**src/rtl/ivr_pkg.sv**
```systemverilog
package ivr_pkg;
    typedef enum logic [1:0] {
        RX_IDLE,
        RX_CAPTURE,
        RX_DISCARD,
        RX_RESPOND
    } rx_state_e;

    localparam int STATUS_OFS  = 'h00;
    localparam int WORD_BASE   = 'h40;
    localparam int WORD_STRIDE = 'h10;
endpackage

```
**src/rtl/ivr_rx_fsm.sv**
```systemverilog
module ivr_rx_fsm
    import ivr_pkg::*;
#(
    parameter int NUM_WORDS = 3
) (
    input  logic                 clk,
    input  logic                 rst_n,
    input  logic                 pkt_valid,
    input  logic                 busy,
    output logic                 pkt_ready,
    output logic                 rsp_valid,
    output logic                 rsp_ack,
    output logic [NUM_WORDS-1:0] cap_we,
    output logic                 set_busy
);
    localparam int BEAT_W = (NUM_WORDS > 1) ? $clog2(NUM_WORDS) : 1;
    localparam logic [BEAT_W-1:0] LAST_BEAT = BEAT_W'(NUM_WORDS - 1);

    rx_state_e         state_q, state_d;
    logic [BEAT_W-1:0] beat_q, beat_d;
    logic              ack_q, ack_d;
    logic              fire;
    logic [BEAT_W-1:0] beat_idx;

    // state register
    always_ff @(posedge clk) begin
        if (!rst_n) begin
            state_q <= RX_IDLE;
            beat_q  <= '0;
            ack_q   <= 1'b0;
        end else begin
            state_q <= state_d;
            beat_q  <= beat_d;
            ack_q   <= ack_d;
        end
    end

    assign fire     = pkt_valid && pkt_ready;
    assign beat_idx = (state_q == RX_IDLE) ? '0 : beat_q;

    // next-state logic
    always_comb begin
        state_d = state_q;
        beat_d  = beat_q;
        ack_d   = ack_q;
        unique case (state_q)
            RX_IDLE: begin
                if (fire) begin
                    beat_d  = BEAT_W'(1);
                    state_d = busy ? RX_DISCARD : RX_CAPTURE;
                end
            end
            RX_CAPTURE, RX_DISCARD: begin
                if (fire) begin
                    if (beat_q == LAST_BEAT) begin
                        state_d = RX_RESPOND;
                        ack_d   = (state_q == RX_CAPTURE);
                        beat_d  = '0;
                    end else begin
                        beat_d = beat_q + BEAT_W'(1);
                    end
                end
            end
            RX_RESPOND: begin
                state_d = RX_IDLE;
            end
            default: state_d = RX_IDLE;
        endcase
    end

    // output logic
    always_comb begin
        pkt_ready = 1'b1;
        rsp_valid = 1'b0;
        rsp_ack   = 1'b0;
        set_busy  = 1'b0;
        cap_we    = '0;
        unique case (state_q)
            RX_IDLE: begin
                if (fire && !busy) cap_we[0] = 1'b1;
            end
            RX_CAPTURE: begin
                for (int i = 0; i < NUM_WORDS; i++) begin
                    if (fire && beat_idx == BEAT_W'(i)) cap_we[i] = 1'b1;
                end
                set_busy = fire && (beat_q == LAST_BEAT);
            end
            RX_DISCARD: begin
                cap_we = '0;
            end
            RX_RESPOND: begin
                pkt_ready = 1'b0;
                rsp_valid = 1'b1;
                rsp_ack   = ack_q;
            end
            default: pkt_ready = 1'b1;
        endcase
    end
endmodule

```
**src/rtl/ivr_store.sv**
```systemverilog
module ivr_store #(
    parameter int NUM_WORDS = 3,
    parameter int DATA_W    = 64
) (
    input  logic                              clk,
    input  logic                              rst_n,
    input  logic [DATA_W-1:0]                 pkt_data,
    input  logic [NUM_WORDS-1:0]              cap_we,
    input  logic                              set_busy,
    input  logic                              clr_busy,
    output logic                              busy,
    output logic [NUM_WORDS-1:0][DATA_W-1:0]  words
);
    logic busy_q;

    always_ff @(posedge clk) begin
        if (!rst_n)        busy_q <= 1'b0;
        else if (set_busy) busy_q <= 1'b1;
        else if (clr_busy) busy_q <= 1'b0;
    end
    assign busy = busy_q;

    for (genvar g = 0; g < NUM_WORDS; g++) begin : g_word
        logic [DATA_W-1:0] word_q;
        always_ff @(posedge clk) begin
            if (!rst_n)        word_q <= '0;
            else if (cap_we[g]) word_q <= pkt_data;
        end
        assign words[g] = word_q;
    end
endmodule

```
**src/rtl/ivr_regport.sv**
```systemverilog
module ivr_regport
    import ivr_pkg::*;
#(
    parameter int NUM_WORDS = 3,
    parameter int DATA_W    = 64,
    parameter int ADDR_W    = 8
) (
    input  logic                              clk,
    input  logic                              rst_n,
    input  logic                              reg_req,
    input  logic                              reg_we,
    input  logic [ADDR_W-1:0]                 reg_addr,
    input  logic [DATA_W-1:0]                 reg_wdata,
    input  logic                              busy,
    input  logic [NUM_WORDS-1:0][DATA_W-1:0]  words,
    output logic                              clr_busy,
    output logic                              rd_valid,
    output logic [DATA_W-1:0]                 rd_data,
    output logic                              rd_err
);
    localparam logic [ADDR_W-1:0] STATUS_A = ADDR_W'(STATUS_OFS);

    logic [NUM_WORDS-1:0] word_hit;
    logic                 status_hit;
    logic                 any_hit;
    logic [DATA_W-1:0]    rd_mux;
    logic                 rd_stb;
    logic                 rd_valid_q, rd_err_q;
    logic [DATA_W-1:0]    rd_data_q;

    assign status_hit = (reg_addr == STATUS_A);

    for (genvar g = 0; g < NUM_WORDS; g++) begin : g_dec
        localparam logic [ADDR_W-1:0] WORD_A = ADDR_W'(WORD_BASE + g * WORD_STRIDE);
        assign word_hit[g] = (reg_addr == WORD_A);
    end

    assign any_hit  = status_hit || (|word_hit);
    assign rd_stb   = reg_req && !reg_we;
    assign clr_busy = reg_req && reg_we && status_hit && (reg_wdata == '0);

    always_comb begin
        rd_mux = '0;
        if (status_hit) rd_mux = {{(DATA_W-1){1'b0}}, busy};
        for (int i = 0; i < NUM_WORDS; i++) begin
            if (word_hit[i]) rd_mux = words[i];
        end
    end

    always_ff @(posedge clk) begin
        if (!rst_n) begin
            rd_valid_q <= 1'b0;
            rd_err_q   <= 1'b0;
            rd_data_q  <= '0;
        end else begin
            rd_valid_q <= rd_stb;
            rd_err_q   <= rd_stb && !any_hit;
            rd_data_q  <= rd_stb ? rd_mux : '0;
        end
    end

    assign rd_valid = rd_valid_q;
    assign rd_err   = rd_err_q;
    assign rd_data  = rd_data_q;
endmodule

```
**src/rtl/ivr_top.sv**
```systemverilog
module ivr_top #(
    parameter int NUM_WORDS = 3,
    parameter int DATA_W    = 64,
    parameter int ADDR_W    = 8
) (
    input  logic              clk,
    input  logic              rst_n,
    input  logic              pkt_valid,
    input  logic [DATA_W-1:0] pkt_data,
    output logic              pkt_ready,
    output logic              rsp_valid,
    output logic              rsp_ack,
    input  logic              reg_req,
    input  logic              reg_we,
    input  logic [ADDR_W-1:0] reg_addr,
    input  logic [DATA_W-1:0] reg_wdata,
    output logic              rd_valid,
    output logic [DATA_W-1:0] rd_data,
    output logic              rd_err,
    output logic              vec_trap
);
    logic                             busy;
    logic                             set_busy;
    logic                             clr_busy;
    logic [NUM_WORDS-1:0]             cap_we;
    logic [NUM_WORDS-1:0][DATA_W-1:0] words;

    ivr_rx_fsm #(.NUM_WORDS(NUM_WORDS)) u_fsm (
        .clk       (clk),
        .rst_n     (rst_n),
        .pkt_valid (pkt_valid),
        .busy      (busy),
        .pkt_ready (pkt_ready),
        .rsp_valid (rsp_valid),
        .rsp_ack   (rsp_ack),
        .cap_we    (cap_we),
        .set_busy  (set_busy)
    );

    ivr_store #(.NUM_WORDS(NUM_WORDS), .DATA_W(DATA_W)) u_store (
        .clk      (clk),
        .rst_n    (rst_n),
        .pkt_data (pkt_data),
        .cap_we   (cap_we),
        .set_busy (set_busy),
        .clr_busy (clr_busy),
        .busy     (busy),
        .words    (words)
    );

    ivr_regport #(.NUM_WORDS(NUM_WORDS), .DATA_W(DATA_W), .ADDR_W(ADDR_W)) u_port (
        .clk       (clk),
        .rst_n     (rst_n),
        .reg_req   (reg_req),
        .reg_we    (reg_we),
        .reg_addr  (reg_addr),
        .reg_wdata (reg_wdata),
        .busy      (busy),
        .words     (words),
        .clr_busy  (clr_busy),
        .rd_valid  (rd_valid),
        .rd_data   (rd_data),
        .rd_err    (rd_err)
    );

    assign vec_trap = busy;
endmodule

```
**config.mk**
```make
export PLATFORM = sky130hd
export DESIGN_NAME = ivr_top
export DESIGN_NICKNAME = d
export VERILOG_FILES = /design/src/rtl/ivr_pkg.sv /design/src/rtl/ivr_rx_fsm.sv /design/src/rtl/ivr_store.sv /design/src/rtl/ivr_regport.sv /design/src/rtl/ivr_top.sv
export SDC_FILE = /design/constraint.sdc
export NUM_CORES = 1
export LEC_CHECK = 0
export ABC_AREA = 1
export ABC_CLOCK_PERIOD_IN_PS = 2480
export CAP_MARGIN = 20
export CELL_PAD_IN_SITES_DETAIL_PLACEMENT = 0
export CELL_PAD_IN_SITES_GLOBAL_PLACEMENT = 1
export CORE_MARGIN = 5
export CORE_UTILIZATION = 37
export CTS_BUF_LIST = sky130_fd_sc_hd__clkbuf_8 sky130_fd_sc_hd__clkbuf_16
export CTS_CLUSTER_DIAMETER = 60
export DETAILED_ROUTE_END_ITERATION = 12
export GPL_TIMING_DRIVEN = 0
export PLACE_DENSITY_LB_ADDON = 0.1
export SETUP_SLACK_MARGIN = 0.5
export SLEW_MARGIN = 30
export SYNTH_ARGS = -nofsm -noshare
export SYNTH_HDL_FRONTEND = slang
export SYNTH_SLANG_ARGS = --single-unit
```
**constraint.sdc**
```tcl
create_clock -name clk -period 2.48 [get_ports clk]
set_clock_uncertainty 0.2 [all_clocks]
set_input_delay 0.496 -clock clk [delete_from_list [all_inputs] [get_ports clk]]
set_output_delay 0.496 -clock clk [all_outputs]
set_load 0.005 [all_outputs]
```
==> impl_metrics.env <==
export IMPL_synth_area_leaders="dfxtp_1, nand2_1, o21ai_0"
export IMPL_swShare_pct=28.2
export IMPL_multi_input_area_mm2=0.00434
export IMPL_die_area_mm2=0.0320
export IMPL_dr_pass1_iters=5
export IMPL_grt_overflow=0
export IMPL_ys_types=26
export IMPL_r2r_cells=9
export IMPL_grt_max_degree=15
export IMPL_vdd_ir_drop_max_mv=0.469
export IMPL_period_share_pct=83.4
export IMPL_ys_ff_latch=264
export IMPL_outcome="finished, final reports clean"
export IMPL_grt_antenna_before_repair=1
export IMPL_ys_seq_area_share_pct=50.0
export IMPL_die_y_um=179
export IMPL_dp_hpwl_um=22900
export IMPL_startpoint_type="register"
export IMPL_clkPwrFrac_pct=38.5
export IMPL_maxCapViolCount=0
export IMPL_fill_cells=2888
export IMPL_drive_gt1_share_pct=11.0
export IMPL_final_cell_mix="nand2_1, dfxtp_1, nor2_1"
export IMPL_syn_area_mm2=0.0106
export IMPL_ant_nets=0
export IMPL_p_comb_share_pct=19.2
export IMPL_p_leak_nw=6.17
export IMPL_p_int_w=0.00832
export IMPL_vias_per_cell=4.74
export IMPL_cts_hold_fix_buffers=0
export IMPL_htreeDepth=1
export IMPL_switchingPower_w=0.00327
export IMPL_fin_crit_ns=2.07
export IMPL_yosysTopAreaCellShare_pct=50.0
export IMPL_rsz0062_at_grt="yes"
export IMPL_r2r_start="u_fsm.state_q[1]$_SDFFE_PN0P_"
export IMPL_synth_cells=1404
export IMPL_final_cells=2057
export IMPL_drt_wl_total_um=33200
export IMPL_final_common_cell="nand2_1"
export IMPL_clkTransAtPathRegs_ns=0.05
export IMPL_syn_num_nets=1548
export IMPL_cts_sinks=264
export IMPL_power_density_mw_per_mm2=804
export IMPL_power_share_sequential_pct=42.3
export IMPL_grt_pass1_vias=9646
export IMPL_critPathKind="register to primary output"
export IMPL_start_util_pct=37.7
export IMPL_dp_cells=1991
export IMPL_drt_initial_drc_count=590
export IMPL_core_area_mm2=0.0280
export IMPL_critPathRequiredTime_ns=1.78
export IMPL_hold_viol=0
export IMPL_vias=9749
export IMPL_regArea_mm2=0.00529
export IMPL_syn_avg_cell_area_um2=7.52
export IMPL_drcViolationCount=0
export IMPL_rows=61
export IMPL_power_w=0.0116
export IMPL_nets=1801
export IMPL_slew_headroom_pct=50.3
export IMPL_clk_path_buf_depth=3
export IMPL_io_pins=211
export IMPL_worstReg2RegEnd="u_store.g_word[0].word_q[58]$_SDFFE_PN0P_"
export IMPL_syn_to_final_growth_pct=36.5
export IMPL_worstPathMaxFanout=3
export IMPL_grt_total_usage_pct=20.5
export IMPL_cp_startpoint="u_fsm.state_q[0]$_SDFFE_PN0P_"
export IMPL_cts_tree="yes"
export IMPL_cts_root_buffer_cell="clkbuf_16"
export IMPL_wl_per_cell_um=16.1
export IMPL_die_w_um=179
export IMPL_grt_pass1_wl_um=52200
export IMPL_yosysWarnings=0
export IMPL_endpoint="pkt_ready"
export IMPL_end_kind="primary output"
export IMPL_holdWs_ns=0.253
export IMPL_utilization_pct=51.5
export IMPL_drv_slew=0
export IMPL_cts_made_buffers=30
export IMPL_setup_violations=0
export IMPL_worst_pin_slew_ns=0.746
export IMPL_port_buffer_count=209
export IMPL_ff2ff_setup_slack_ns=0.44
export IMPL_insertion_delay_ns=0.55
export IMPL_cp_data_arrival_time_ns=1.37
export IMPL_max_freq_mhz=483
export IMPL_hp_class="register to register"
export IMPL_place_gp_congestion=0.788
export IMPL_yosysTopAreaCell="dfxtp_1"
==> metal layers <==
metal	GRT usage (%)	wire length, um	part of all wire [%]	vias up
met5	0	0	0	-
met4	4.45	464	1.4	0
met3	2.99	1580	4.8	32
met2	35.1	16100	49	196
met1	27.5	15000	45	4501
li1	-	-	-	5020
==> state kept, by name (all words and copies together), names as in the netlist <==
name                   flops
u_fsm.ack_q                1
u_fsm.beat_q               2
u_fsm.state_q              2
u_port.rd_data            64
u_port.rd_err              1
u_port.rd_valid            1
u_store.busy               1
u_store.g_word.word_q    192
==> power by group through the flow <==
stage	logic [W]	registers, W	clock network, W
final	0.00222	0.00490	0.00447
after global routing	0.00245	0.00494	0.00477
after CTS	0.00216	0.00489	0.00458
after detailed placement	0.00198	0.00497	0
after global placement	0.00195	0.00495	0
after floorplan	0.00124	0.00492	0
==> how the worst min path moves through the flow <==
stage,start,end,cells past startpoint
2_1_floorplan,u_store.g_word[2].word_q[63]$_SDFFE_PN0P_,u_store.g_word[2].word_q[63]$_SDFFE_PN0P_,2
3_3_place_gp,u_store.g_word[2].word_q[63]$_SDFFE_PN0P_,u_store.g_word[2].word_q[63]$_SDFFE_PN0P_,2
3_5_place_dp,u_store.g_word[2].word_q[63]$_SDFFE_PN0P_,u_store.g_word[2].word_q[63]$_SDFFE_PN0P_,2
4_1_cts,u_store.g_word[2].word_q[63]$_SDFFE_PN0P_,u_store.g_word[2].word_q[63]$_SDFFE_PN0P_,2
6_report,u_store.g_word[2].word_q[1]$_SDFFE_PN0P_,u_store.g_word[2].word_q[1]$_SDFFE_PN0P_,2
5_1_grt,u_store.g_word[2].word_q[8]$_SDFFE_PN0P_,u_store.g_word[2].word_q[8]$_SDFFE_PN0P_,2
==> repair_timing <==
| item | in CTS | in global routing |
|---|---|---|
| endpoints found under the setup margin | 323 | 247 |
| cloned | 1 | 0 |
| pin swaps | 7 | 7 |
| buffers inserted | 10 | 1 |
| resized for setup | 146 | 117 |
==> logic make-up after synthesis <==
group / count (synthesis) / share of synthesized area [%]
AO/OA/AOI/OAI: 325 / 18.1
adder cells (fa/ha/maj): 3 / 0.355
buffers and inverters: 240 / 9.69
flip-flops: 264 / 50.0
AND/OR/NAND/NOR: 572 / 21.8
==> synth_stat cells, drive strengths merged <==
library cell  instances
nand2               293
dfxtp               264
nor2                180
inv                 146
o21ai               137
a21oi               135
nand3                91
clkbuf               50
o211ai               50
buf                  44
nor3                  5
ha                    3
a211oi                1
a311oi                1
nand4                 1
nor4                  1
o21bai                1
or2                   1
==> cell type report <==
cell class                 instances  share of cell area [%]
sequential                       264                    36.7
multi-input combinational        900                    30.1
timing repair buffer             221                    14.7
clock buffer                      37                    5.95
buffer                            94                    4.38
inverter                         146                    3.85
tap                              378                    3.28
clock inverter                    16                    1.03
antenna                            1                  0.0173
==> critical path, cell delays in order, from the launching register on <==
cell and delay, ns:
dfxtp_4 0.36, ha_4 0.16, inv_2 0.07, dlygate4sd2_1 0.25
==> through the flow <==
step,setup slack (ns),area [um2],setup TNS (ns)
after floorplan,0.578,10600,0
after global placement,-0.351,13100,-28.92
after detailed placement,-0.355,13100,-30.17
after CTS,0.327,14300,0
after global routing,0.348,14400,0
final,0.411,14400,0
No activity file was read; power rests on OpenSTA's default activity.
